File: src/rtl/bsram_pkg.sv
package bsram_pkg;

  typedef enum logic [2:0] {
    CYC_IDLE,
    CYC_DESEL,
    CYC_START,
    CYC_NEXT,
    CYC_HOLD
  } cyc_kind_e;

  typedef struct packed {
    cyc_kind_e kind;
    logic      is_wr;
    logic      from_cpu;
  } cyc_t;

  // Low two address bits of the burst word at position pos.
  function automatic logic [1:0] burst_lo(input logic [1:0] base,
                                          input logic [1:0] pos,
                                          input logic       ilv);
    return ilv ? (base ^ pos) : (base + pos);
  endfunction

endpackage

File: src/rtl/bsram_cycle_dec.sv
module bsram_cycle_dec
  import bsram_pkg::*;
#(
  parameter int LANES = 2
) (
  input  logic             cpu_start_n,
  input  logic             ctl_start_n,
  input  logic             burst_adv_n,
  input  logic             sel_a_n,
  input  logic             sel_b_n,
  input  logic             sel_c,
  input  logic             wr_all_n,
  input  logic             wr_lane_en_n,
  input  logic [LANES-1:0] lane_wr_n,
  output cyc_t             cyc,
  output logic [LANES-1:0] lane_mask
);

  logic selected;
  logic wr_req;
  logic cpu_live;

  assign selected = !sel_a_n && !sel_b_n && sel_c;
  assign wr_req   = !wr_all_n || (!wr_lane_en_n && (lane_wr_n != '1));
  // Processor strobe only counts while the primary select is low.
  assign cpu_live = !cpu_start_n && !sel_a_n;

  always_comb begin
    cyc.kind     = CYC_IDLE;
    cyc.is_wr    = 1'b0;
    cyc.from_cpu = 1'b0;
    if (cpu_live) begin
      if (selected) begin
        cyc.kind     = CYC_START;
        cyc.from_cpu = 1'b1;   // always a read
      end else begin
        cyc.kind = CYC_DESEL;
      end
    end else if (!ctl_start_n) begin
      if (selected) begin
        cyc.kind  = CYC_START;
        cyc.is_wr = wr_req;    // same-edge direction
      end else begin
        cyc.kind = CYC_DESEL;
      end
    end else begin
      cyc.kind  = burst_adv_n ? CYC_HOLD : CYC_NEXT;
      cyc.is_wr = wr_req;
    end
  end

  // Global write overrides the lane strobes.
  assign lane_mask = wr_all_n ? ~lane_wr_n : '1;

endmodule

File: src/rtl/bsram_burst_gen.sv
module bsram_burst_gen
  import bsram_pkg::*;
#(
  parameter int ADDR_W = 6
) (
  input  logic              clk,
  input  logic              rst,
  input  logic              go,
  input  logic              seq_ilv,
  input  cyc_t              cyc,
  input  logic [ADDR_W-1:0] addr,
  output logic [ADDR_W-1:0] cyc_addr,
  output logic              op_valid
);

  logic [ADDR_W-1:0] base_q;
  logic [1:0]        cnt_q;
  logic              live_q;
  logic [1:0]        pos;

  always_comb begin
    pos = (cyc.kind == CYC_NEXT) ? cnt_q + 2'd1 : cnt_q;
    if (cyc.kind == CYC_START)
      cyc_addr = addr;
    else
      cyc_addr = {base_q[ADDR_W-1:2], burst_lo(base_q[1:0], pos, seq_ilv)};
    op_valid = go && ((cyc.kind == CYC_START) ||
               (live_q && (cyc.kind == CYC_NEXT || cyc.kind == CYC_HOLD)));
  end

  always_ff @(posedge clk) begin
    if (rst || !go) begin
      live_q <= 1'b0;
      cnt_q  <= 2'd0;
    end else begin
      case (cyc.kind)
        CYC_START: begin
          live_q <= 1'b1;
          cnt_q  <= 2'd0;
        end
        CYC_DESEL: live_q <= 1'b0;
        CYC_NEXT:  if (live_q) cnt_q <= cnt_q + 2'd1;
        default: ;
      endcase
    end
  end

  always_ff @(posedge clk) begin
    if (go && cyc.kind == CYC_START) base_q <= addr;
  end

  p_hold_keeps_word_r9: assert property (@(posedge clk) disable iff (rst)
    go && live_q && cyc.kind == CYC_HOLD |=> $stable(cnt_q));

  p_next_steps_word_r9: assert property (@(posedge clk) disable iff (rst)
    go && live_q && cyc.kind == CYC_NEXT |=> cnt_q == $past(cnt_q) + 2'd1);

endmodule

File: src/rtl/bsram_lane_array.sv
module bsram_lane_array #(
  parameter int ADDR_W    = 6,
  parameter int LANES     = 2,
  parameter int LANE_BITS = 9
) (
  input  logic                       clk,
  input  logic [LANES-1:0]           we,
  input  logic [ADDR_W-1:0]          waddr,
  input  logic [LANES*LANE_BITS-1:0] wdata,
  input  logic                       re,
  input  logic [ADDR_W-1:0]          raddr,
  output logic [LANES*LANE_BITS-1:0] rdata
);

  localparam int DEPTH = 1 << ADDR_W;

  for (genvar g = 0; g < LANES; g++) begin : g_lane
    logic [LANE_BITS-1:0] mem [DEPTH];
    logic [LANE_BITS-1:0] q;

    always_ff @(posedge clk) begin
      if (we[g]) mem[waddr] <= wdata[g*LANE_BITS +: LANE_BITS];
      if (re)    q <= mem[raddr];
    end

    assign rdata[g*LANE_BITS +: LANE_BITS] = q;
  end

endmodule

File: src/rtl/burst_sram.sv
module burst_sram
  import bsram_pkg::*;
#(
  parameter int ADDR_W = 6,
  parameter int LANES  = 2,
  parameter int LANE_W = 8
) (
  input  logic                            clk,
  input  logic                            rst,
  input  logic                            seq_mode,
  input  logic                            cpu_start_n,
  input  logic                            ctl_start_n,
  input  logic                            burst_adv_n,
  input  logic                            sel_a_n,
  input  logic                            sel_b_n,
  input  logic                            sel_c,
  input  logic                            wr_all_n,
  input  logic                            wr_lane_en_n,
  input  logic [LANES-1:0]                lane_wr_n,
  input  logic                            sleep_req,
  input  logic                            out_en_n,
  input  logic [ADDR_W-1:0]               addr,
  input  logic [LANES*(LANE_W+1)-1:0]     din,
  output logic [LANES*(LANE_W+1)-1:0]     dout,
  output logic                            dout_oe
);

  localparam int LANE_BITS = LANE_W + 1;

  logic              slp_q1, slp_q2;
  logic              asleep, go;
  cyc_t              cyc;
  logic [LANES-1:0]  lane_mask;
  logic [LANES-1:0]  lane_we;
  logic [ADDR_W-1:0] cyc_addr;
  logic [ADDR_W-1:0] rd_addr_q;
  logic              op_valid, rd_op;
  logic              rd_pend, dout_vld;

  // Two-stage sleep latency in both directions.
  always_ff @(posedge clk) begin
    if (rst) begin
      slp_q1 <= 1'b0;
      slp_q2 <= 1'b0;
    end else begin
      slp_q1 <= sleep_req;
      slp_q2 <= slp_q1;
    end
  end

  assign asleep = slp_q2;
  assign go     = !asleep;

  bsram_cycle_dec #(.LANES(LANES)) u_dec (
    .cpu_start_n (cpu_start_n),
    .ctl_start_n (ctl_start_n),
    .burst_adv_n (burst_adv_n),
    .sel_a_n     (sel_a_n),
    .sel_b_n     (sel_b_n),
    .sel_c       (sel_c),
    .wr_all_n    (wr_all_n),
    .wr_lane_en_n(wr_lane_en_n),
    .lane_wr_n   (lane_wr_n),
    .cyc         (cyc),
    .lane_mask   (lane_mask)
  );

  bsram_burst_gen #(.ADDR_W(ADDR_W)) u_burst (
    .clk     (clk),
    .rst     (rst),
    .go      (go),
    .seq_ilv (seq_mode),
    .cyc     (cyc),
    .addr    (addr),
    .cyc_addr(cyc_addr),
    .op_valid(op_valid)
  );

  assign lane_we = (op_valid && cyc.is_wr) ? lane_mask : '0;
  assign rd_op   = op_valid && !cyc.is_wr;

  always_ff @(posedge clk) begin
    if (rst) begin
      rd_pend  <= 1'b0;
      dout_vld <= 1'b0;
    end else begin
      rd_pend  <= rd_op;
      dout_vld <= rd_pend && go;
    end
  end

  always_ff @(posedge clk) begin
    if (rd_op) rd_addr_q <= cyc_addr;
  end

  bsram_lane_array #(
    .ADDR_W   (ADDR_W),
    .LANES    (LANES),
    .LANE_BITS(LANE_BITS)
  ) u_array (
    .clk  (clk),
    .we   (lane_we),
    .waddr(cyc_addr),
    .wdata(din),
    .re   (rd_pend),
    .raddr(rd_addr_q),
    .rdata(dout)
  );

  assign dout_oe = dout_vld && !out_en_n;

  p_sleep_blanks_out_r11: assert property (@(posedge clk) disable iff (rst)
    asleep && $past(asleep) |-> !dout_oe);

  p_desel_blanks_out_r2: assert property (@(posedge clk) disable iff (rst)
    go && cyc.kind == CYC_DESEL |=> ##1 !dout_vld);

  p_read_one_cycle_r8: assert property (@(posedge clk) disable iff (rst)
    rd_op && !slp_q1 |=> ##1 dout_vld);

  p_cpu_start_reads_r4: assert property (@(posedge clk) disable iff (rst)
    cyc.kind == CYC_START && cyc.from_cpu |-> lane_we == '0);

endmodule

File: config.mk
export PLATFORM = sky130hd
export DESIGN_NAME = burst_sram
export DESIGN_NICKNAME = d
export VERILOG_FILES = /design/src/rtl/bsram_pkg.sv /design/src/rtl/bsram_cycle_dec.sv /design/src/rtl/bsram_burst_gen.sv /design/src/rtl/bsram_lane_array.sv /design/src/rtl/burst_sram.sv
export SDC_FILE = /design/constraint.sdc
export NUM_CORES = 1
export LEC_CHECK = 0
export BUFFER_PORTS_ARGS = -buffer_cell sky130_fd_sc_hd__buf_2
export CORE_ASPECT_RATIO = 1.5
export CORE_MARGIN = 2
export CORE_UTILIZATION = 40
export CTS_CLUSTER_SIZE = 40
export DETAILED_ROUTE_END_ITERATION = 12
export HOLD_SLACK_MARGIN = 0.06
export PLACE_DENSITY = 0.63
export SYNTH_ARGS = -nofsm -noshare
export SYNTH_HDL_FRONTEND = slang
export SYNTH_SLANG_ARGS = --single-unit
File: constraint.sdc
create_clock -name clk -period 3.7 [get_ports clk]
set_input_delay 0.74 -clock clk [delete_from_list [all_inputs] [get_ports clk]]
set_output_delay 0.74 -clock clk [all_outputs]
set_load 0.01 [all_outputs]
### Word-level counts from Yosys, hierarchy flattened

Memory sizes are Yosys's and may differ from the RTL's. A register that Yosys moved wholly into a read port is not among the register bits.
Index checks and enable logic that the tools add are counted.

* output and inout bits: 19
* bits of input ports: 39
* memory bits (writable): 1152
* register bits: 19
* memories kept: 2

* add/subtract/negate cells: 2
* equal/unequal tests: 6
* reductions and logical operators: 26
* multiplexer cells: 18
* bitwise logic cells: 2

Memory list
* u_array.g_lane[0].mem: depth 64, bits a word 9, read ports 1, clocked after Yosys merged registers in 1, write ports 1, RTL line bsram_lane_array.sv:18 `logic [LANE_BITS-1:0] mem [DEPTH];`
* u_array.g_lane[1].mem: depth 64, bits a word 9, read ports 1, clocked after Yosys merged registers in 1, write ports 1, RTL line bsram_lane_array.sv:18

Operators by type and width (count)
* 2-bit 2-to-1 mux: 6
* 1-bit logical AND: 11
* 1-bit zero test: 8
* 3-bit by 2-bit == test with 1-bit output (second input constant): 2
* 1-bit 2-to-1 mux: 6
* 3-bit 2-to-1 mux: 2
* 6-bit 2-to-1 mux: 1
* 1-bit logical OR: 4
* 4-bit 2-to-1 mux: 1
* 2-bit case mux with 2 select lines: 1
* 2-bit nonzero test: 2
* 3-bit by 1-bit == test with 1-bit output (second input constant): 1
* 3-bit == test (second input constant): 1
* 2-bit by 1-bit adder with 2-bit output (second input constant): 1
* 2-bit adder: 1
* 2-bit by 1-bit != test with 1-bit output (second input constant): 1
* 2-bit != test (second input constant): 1
* 2-bit NOT: 1
* 1-bit case mux with 2 select lines: 1
* 2-bit AND reduction: 1
* 2-bit bitwise XOR: 1

### Longest topological paths before layout

* depth after elaboration: 15
* mapped depth: 11
* gate-level depth less buffers: 10

### Cells and area by module

From an unflattened synthesis, not the netlist that was laid out.

* cell total of the unflattened synthesis: 2100
* area, all modules: 46082.9 um2

Modules (own cells, without submodules)
* bsram_lane_array: seq. area each 35133.7 um2, cells each 2023, instances 1, area an instance 45144.5 um2
* bsram_burst_gen: seq. area each 240.2 um2, cells each 46, instances 1, area an instance 524.3 um2
* burst_sram: seq. area each 260.2 um2, cells each 19, instances 1, area an instance 326.6 um2
* bsram_cycle_dec: seq. area each 0.0 um2, cells each 12, instances 1, area an instance 87.6 um2

### Least setup slack after synthesis

OpenSTA, ideal clock, no wires.

* path kind: in2reg
* start point: input sel_a_n
* end point: memory u_array.g_lane[1].mem[12][0] (enable)
* library setup time: 0.374 ns
* path slack: 0.266 ns
* required time: 3.326 ns
* arrival time: 3.059 ns
* path buffers: 1
* cell stages on the path: 11
* path through: o21ai_1 nor2_1 ha_1 inv_1 ha_1 nor2b_1 xnor2_1 xor2_1 o211ai_1 clkbuf_1 nor2_1

* word-level cells in the longest chain between the ends: 15

Ends and longest elaborated chain
* from (decl): RTL line burst_sram.sv:14 `input logic sel_a_n,`
* 1-bit zero test *: RTL line bsram_cycle_dec.sv:23, bsram_cycle_dec.sv:26
* 1-bit logical AND (2 in series): RTL line bsram_cycle_dec.sv:23 `assign selected = !sel_a_n && !sel_b_n && sel_c;`
* 2-bit 2-to-1 mux: RTL line bsram_cycle_dec.sv:33, bsram_cycle_dec.sv:40
* 4-bit 2-to-1 mux: RTL line bsram_cycle_dec.sv:39 `end else if (!ctl_start_n) begin`
* 3-bit 2-to-1 mux: RTL line bsram_cycle_dec.sv:32 `if (cpu_live) begin`
* 3-bit by 2-bit == test with 1-bit output / 3-bit == test (equally long branches): RTL line bsram_burst_gen.sv:22, bsram_burst_gen.sv:28
* 1-bit logical OR: RTL line bsram_burst_gen.sv:28 `(live_q && (cyc.kind == CYC_NEXT || cyc.kind == CYC_HOLD)));`
* 1-bit logical AND: RTL line bsram_burst_gen.sv:28
* 1-bit logical OR: RTL line bsram_burst_gen.sv:27 `op_valid = go && ((cyc.kind == CYC_START) ||`
* 1-bit logical AND: RTL line bsram_burst_gen.sv:27
* 1-bit logical AND: RTL line burst_sram.sv:79 `assign lane_we = (op_valid && cyc.is_wr) ? lane_mask : '0;`
* 2-bit 2-to-1 mux: RTL line burst_sram.sv:79
* 1-bit 2-to-1 mux: RTL line bsram_lane_array.sv:22 `if (we[g]) mem[waddr] <= wdata[g*LANE_BITS +: LANE_BITS];`
* 1-bit 2-to-1 mux (not written as such): RTL line bsram_lane_array.sv:22
* to (decl): RTL line bsram_lane_array.sv:18

Every way passes the cells marked *; elsewhere a longest branch is shown, timed or not.

### Final worst setup path

* start point: register u_burst.cnt_q[0]
* end point: memory u_array.g_lane[1].mem[41][3] (enable)

* word-level cells in the longest chain between the ends: 5

Ends and longest elaborated chain
* from (decl): RTL line bsram_burst_gen.sv:17 `logic [1:0] cnt_q;`
* from (signal assigned): RTL line bsram_burst_gen.sv:42 `CYC_NEXT: if (live_q) cnt_q <= cnt_q + 2'd1;`
* 2-bit by 1-bit adder with 2-bit output: RTL line bsram_burst_gen.sv:22 `pos = (cyc.kind == CYC_NEXT) ? cnt_q + 2'd1 : cnt_q;`
* 2-bit 2-to-1 mux *: RTL line bsram_burst_gen.sv:22
* 2-bit adder / 2-bit bitwise XOR (equally long branches): RTL line bsram_pkg.sv:21 `return ilv ? (base ^ pos) : (base + pos);`
* 2-bit 2-to-1 mux *: RTL line bsram_pkg.sv:21
* 6-bit 2-to-1 mux *: RTL line bsram_burst_gen.sv:23 `if (cyc.kind == CYC_START)`

Marks and branches as above.

==> flow_summary.ini <==
[final_layout]
syn_to_final_growth_pct = 14.9
final_nets = 2455
layout-drive-gt1-share_pct = 29.8
diodes = 0
fill_cells = 9340
fin_area_sq_um = 52800
regArea_sq_um = 35600
multi_input_area_sq_um = 9790

[clock_tree]
cts.sinks = 1189
cts_root_buffer = clkbuf_16
post_cts_buffers = 0
clk_pin_slew_ns = 0.07
cts_tree = built
postCtsResizedCells = 0
cts_buffer_depth = 3
hold_buffers = 0
numCtsBuffers = 102
worstSkewPairLatency_ns = 0.70
h-tree-depth = 3

[drt]
vias_per_cell = 5.69
num_vias = 22500
wl_per_cell_um = 28.5
finalWirelength_um = 113000
first_pass_iters = 7
route.detailed.drc = 0
final_antenna_net_count = 0
drt_iter0_markers = 2129

[die]
placementRows = 152
die_h_um = 419
die_w_um = 281
coreArea_sq_um = 114000
ios = 58
start_util_pct = 40.3
dieArea_sq_um = 118000

[timing]
hold_violations = 0
skew_ns = 0.0274
finalCriticalPeriod_ns = 3.42
setup_viol = 0
fin_hold_ws_ns = 0.251
tightest_slew_ns = 1.15
min_period_over_period_pct = 92.4
rsz0062_at_grt = false
fmax_mhz = 293
relSlewSlack_pct = 22.6
slew_violations = 0

[power_and_ir_drop]
ir_drop_mv = 0.344
pwr-share-seq_pct = 55.7
clkPwrFrac_pct = 41.3
fin_total_pwr_mw = 26.6
p_comb_share_pct = 3.0
internal_power_mw = 21.2
p_sw_mw = 5.35
p_per_area_nw_per_um2 = 504
p_leak_nw = 16.7
switching_share_pct = 20.1

[job]
max-cap-violations = 0

[setup_path]
cp_max_fo = 9
critPathKind = reg -> reg
reg2regPathDepth = 9
timing.rr.start = u_burst.cnt_q[0]
cp-start-kind = register
r2r-end = u_array.g_lane[1].mem[41][3]
cp-startpoint = u_burst.cnt_q[0]
end_kind = register
worstSetupEndpoint = u_array.g_lane[1].mem[41][3]
ff2ff_setup_slack_ns = 0.28
crit_arrival_ns = 3.74
required_ns = 4.02

[grt]
antenna_found_initial = 0
globalRouteOverflowTotal = 0
grt_max_degree = 65
grt_pass1_vias = 23600
grt_first_pass_wirelength_um = 163000
track_usage_pct = 19.4

[yosys]
yosysTopAreaCell = edfxtp_1
synth.area.top_cells = edfxtp_1 (77%), mux4_2 (13%), nor2_1 (1.3%)
synth_commonest_cells = edfxtp_1 (1182), mux4_2 (270), nor2_1 (157), mux2i_1 (56)
synth_cell_type_count = 48
yosysSeqAreaShare_pct = 77.6
syn_area_per_cell_sq_um = 21.3
synth-warning-count = 0
netlist_instances = 2158
async_flop_share_pct = 0
synth_fp_nets = 2199
syn_area_sq_um = 45900
synth_ff_type = edfxtp_1
synth_edf_count = 1182
yosysMostFrequentCell = edfxtp_1
ys_ff_latch = 1189
yosysTopAreaCellShare_pct = 77.3

[min_path]
hold_path.class = in -> reg
holdPathStages = 1

[place]
portBuffers = 57
globalplace.congestion = 0.834
postPlaceCellArea_sq_um = 49300
hpwlAfterDp_um = 74900

[outcome]
outcome = finished clean
power by group through the flow:
stage	Clock, mW	Combinational [mW]	Sequential [mW]
global placement	0	0.787	15.1
detailed placement	0	0.807	15.1
global route	11.7	0.841	14.8
CTS	11.2	0.807	14.8
finish	11.0	0.794	14.8
floorplan	0	0.289	15.1
worst max-delay path: stages, from the launching register on:
cell and delay [ns]:
dfxtp_1 0.39, inv_1 0.07, ha_1 0.29, inv_1 0.04, ha_1 0.29, o21ai_0 0.12, a221oi_1 0.45, o211ai_1 0.36
buf_4 0.28, nor2_1 0.77
kinds of logic (layout without fill, tap and decap cells):
| kind of cell | after synthesis | count (layout) | share of synthesized area, % |
|---|---|---|---|
| buffers and inverters | 119 | 457 | 1.14 |
| multiplexers | 370 | 370 | 15.5 |
| XOR/XNOR | 4 | 4 | 0.0763 |
| AND/OR/NAND/NOR | 298 | 298 | 2.85 |
| AO/OA/AOI/OAI | 176 | 176 | 2.77 |
| flip-flops | 1189 | 1189 | 77.6 |
| adder cells (fa/ha/maj) | 2 | 2 | 0.0545 |
sequential cells by signal (all words and copies together), names as in the netlist:
signal,count
asleep,1
dout_vld,1
rd_addr_q,6
rd_pend,1
slp_q1,1
u_array.g_lane.mem,1152
u_array.g_lane.q,18
u_burst.base_q,6
u_burst.cnt_q,2
u_burst.live_q,1
routing by layer:
| metal | global-route usage, % | wire (um) |
|---|---|---|
| met1 | 23.6 | 42300 |
| met4 | 8.48 | 4980 |
| met2 | 34.3 | 59500 |
| met3 | 2.74 | 6250 |
| met5 | 0 | 0 |
final cells by class:
class / instances / share of cell area (%)
repair buffers: 266 / 3.92
clock buffers: 116 / 5.06
clock inverters: 70 / 1.43
multi-input cells: 850 / 18.5
flip-flops and latches: 1189 / 67.5
inverters: 5 / 0.0356
well taps: 1463 / 3.47
per-stage QoR:
step	utilization, %	cells	setup slack [ns]	TNS [ns]
after floorplan	-	2158	0.266	0
after global routing	46.2	3959	0.216	0
after detailed placement	43.2	3773	-0.382	-41.82
after global placement	43.2	3773	-0.214	-9.82
after CTS	46.2	3959	0.309	0
final	46.2	3959	0.282	0
worst min-delay path by stage:
stage / startpoint / slack, ns / to
2_1_floorplan: slp_q1 / 0.41 / asleep
3_3_place_gp: slp_q1 / 0.42 / asleep
3_5_place_dp: slp_q1 / 0.44 / asleep
4_1_cts: addr[5] / 0.20 / u_burst.base_q[5]
5_1_grt: addr[5] / 0.24 / u_burst.base_q[5]
6_report: addr[5] / 0.25 / u_burst.base_q[5]
placed cells by master, fill, tap and decap left out, types with 8 or more instances in the layout:
cell       Yosys  layout
a211o_1       11      11
a211oi_1      15      15
a21oi_1       30      30
a221oi_1      20      20
a22oi_1       30      30
buf_12         0      17
buf_2         51      57
buf_4          3     192
bufinv_16      0      14
clkbuf_1      51      11
clkbuf_16      0     105
clkinv_1       1      20
clkinv_2       0      20
edfxtp_1    1182    1182
mux2_2        44      44
mux2i_1       56      56
mux4_2       270     270
nand2_1       42      42
nand2b_1      10      10
nand3_1       36      36
nor2_1       157     156
nor2b_1       14      12
nor3_1        21      21
o211ai_1       8       8
o21ai_0       22      22
o22ai_1       16      16
(Power assumes the default switching activity.)
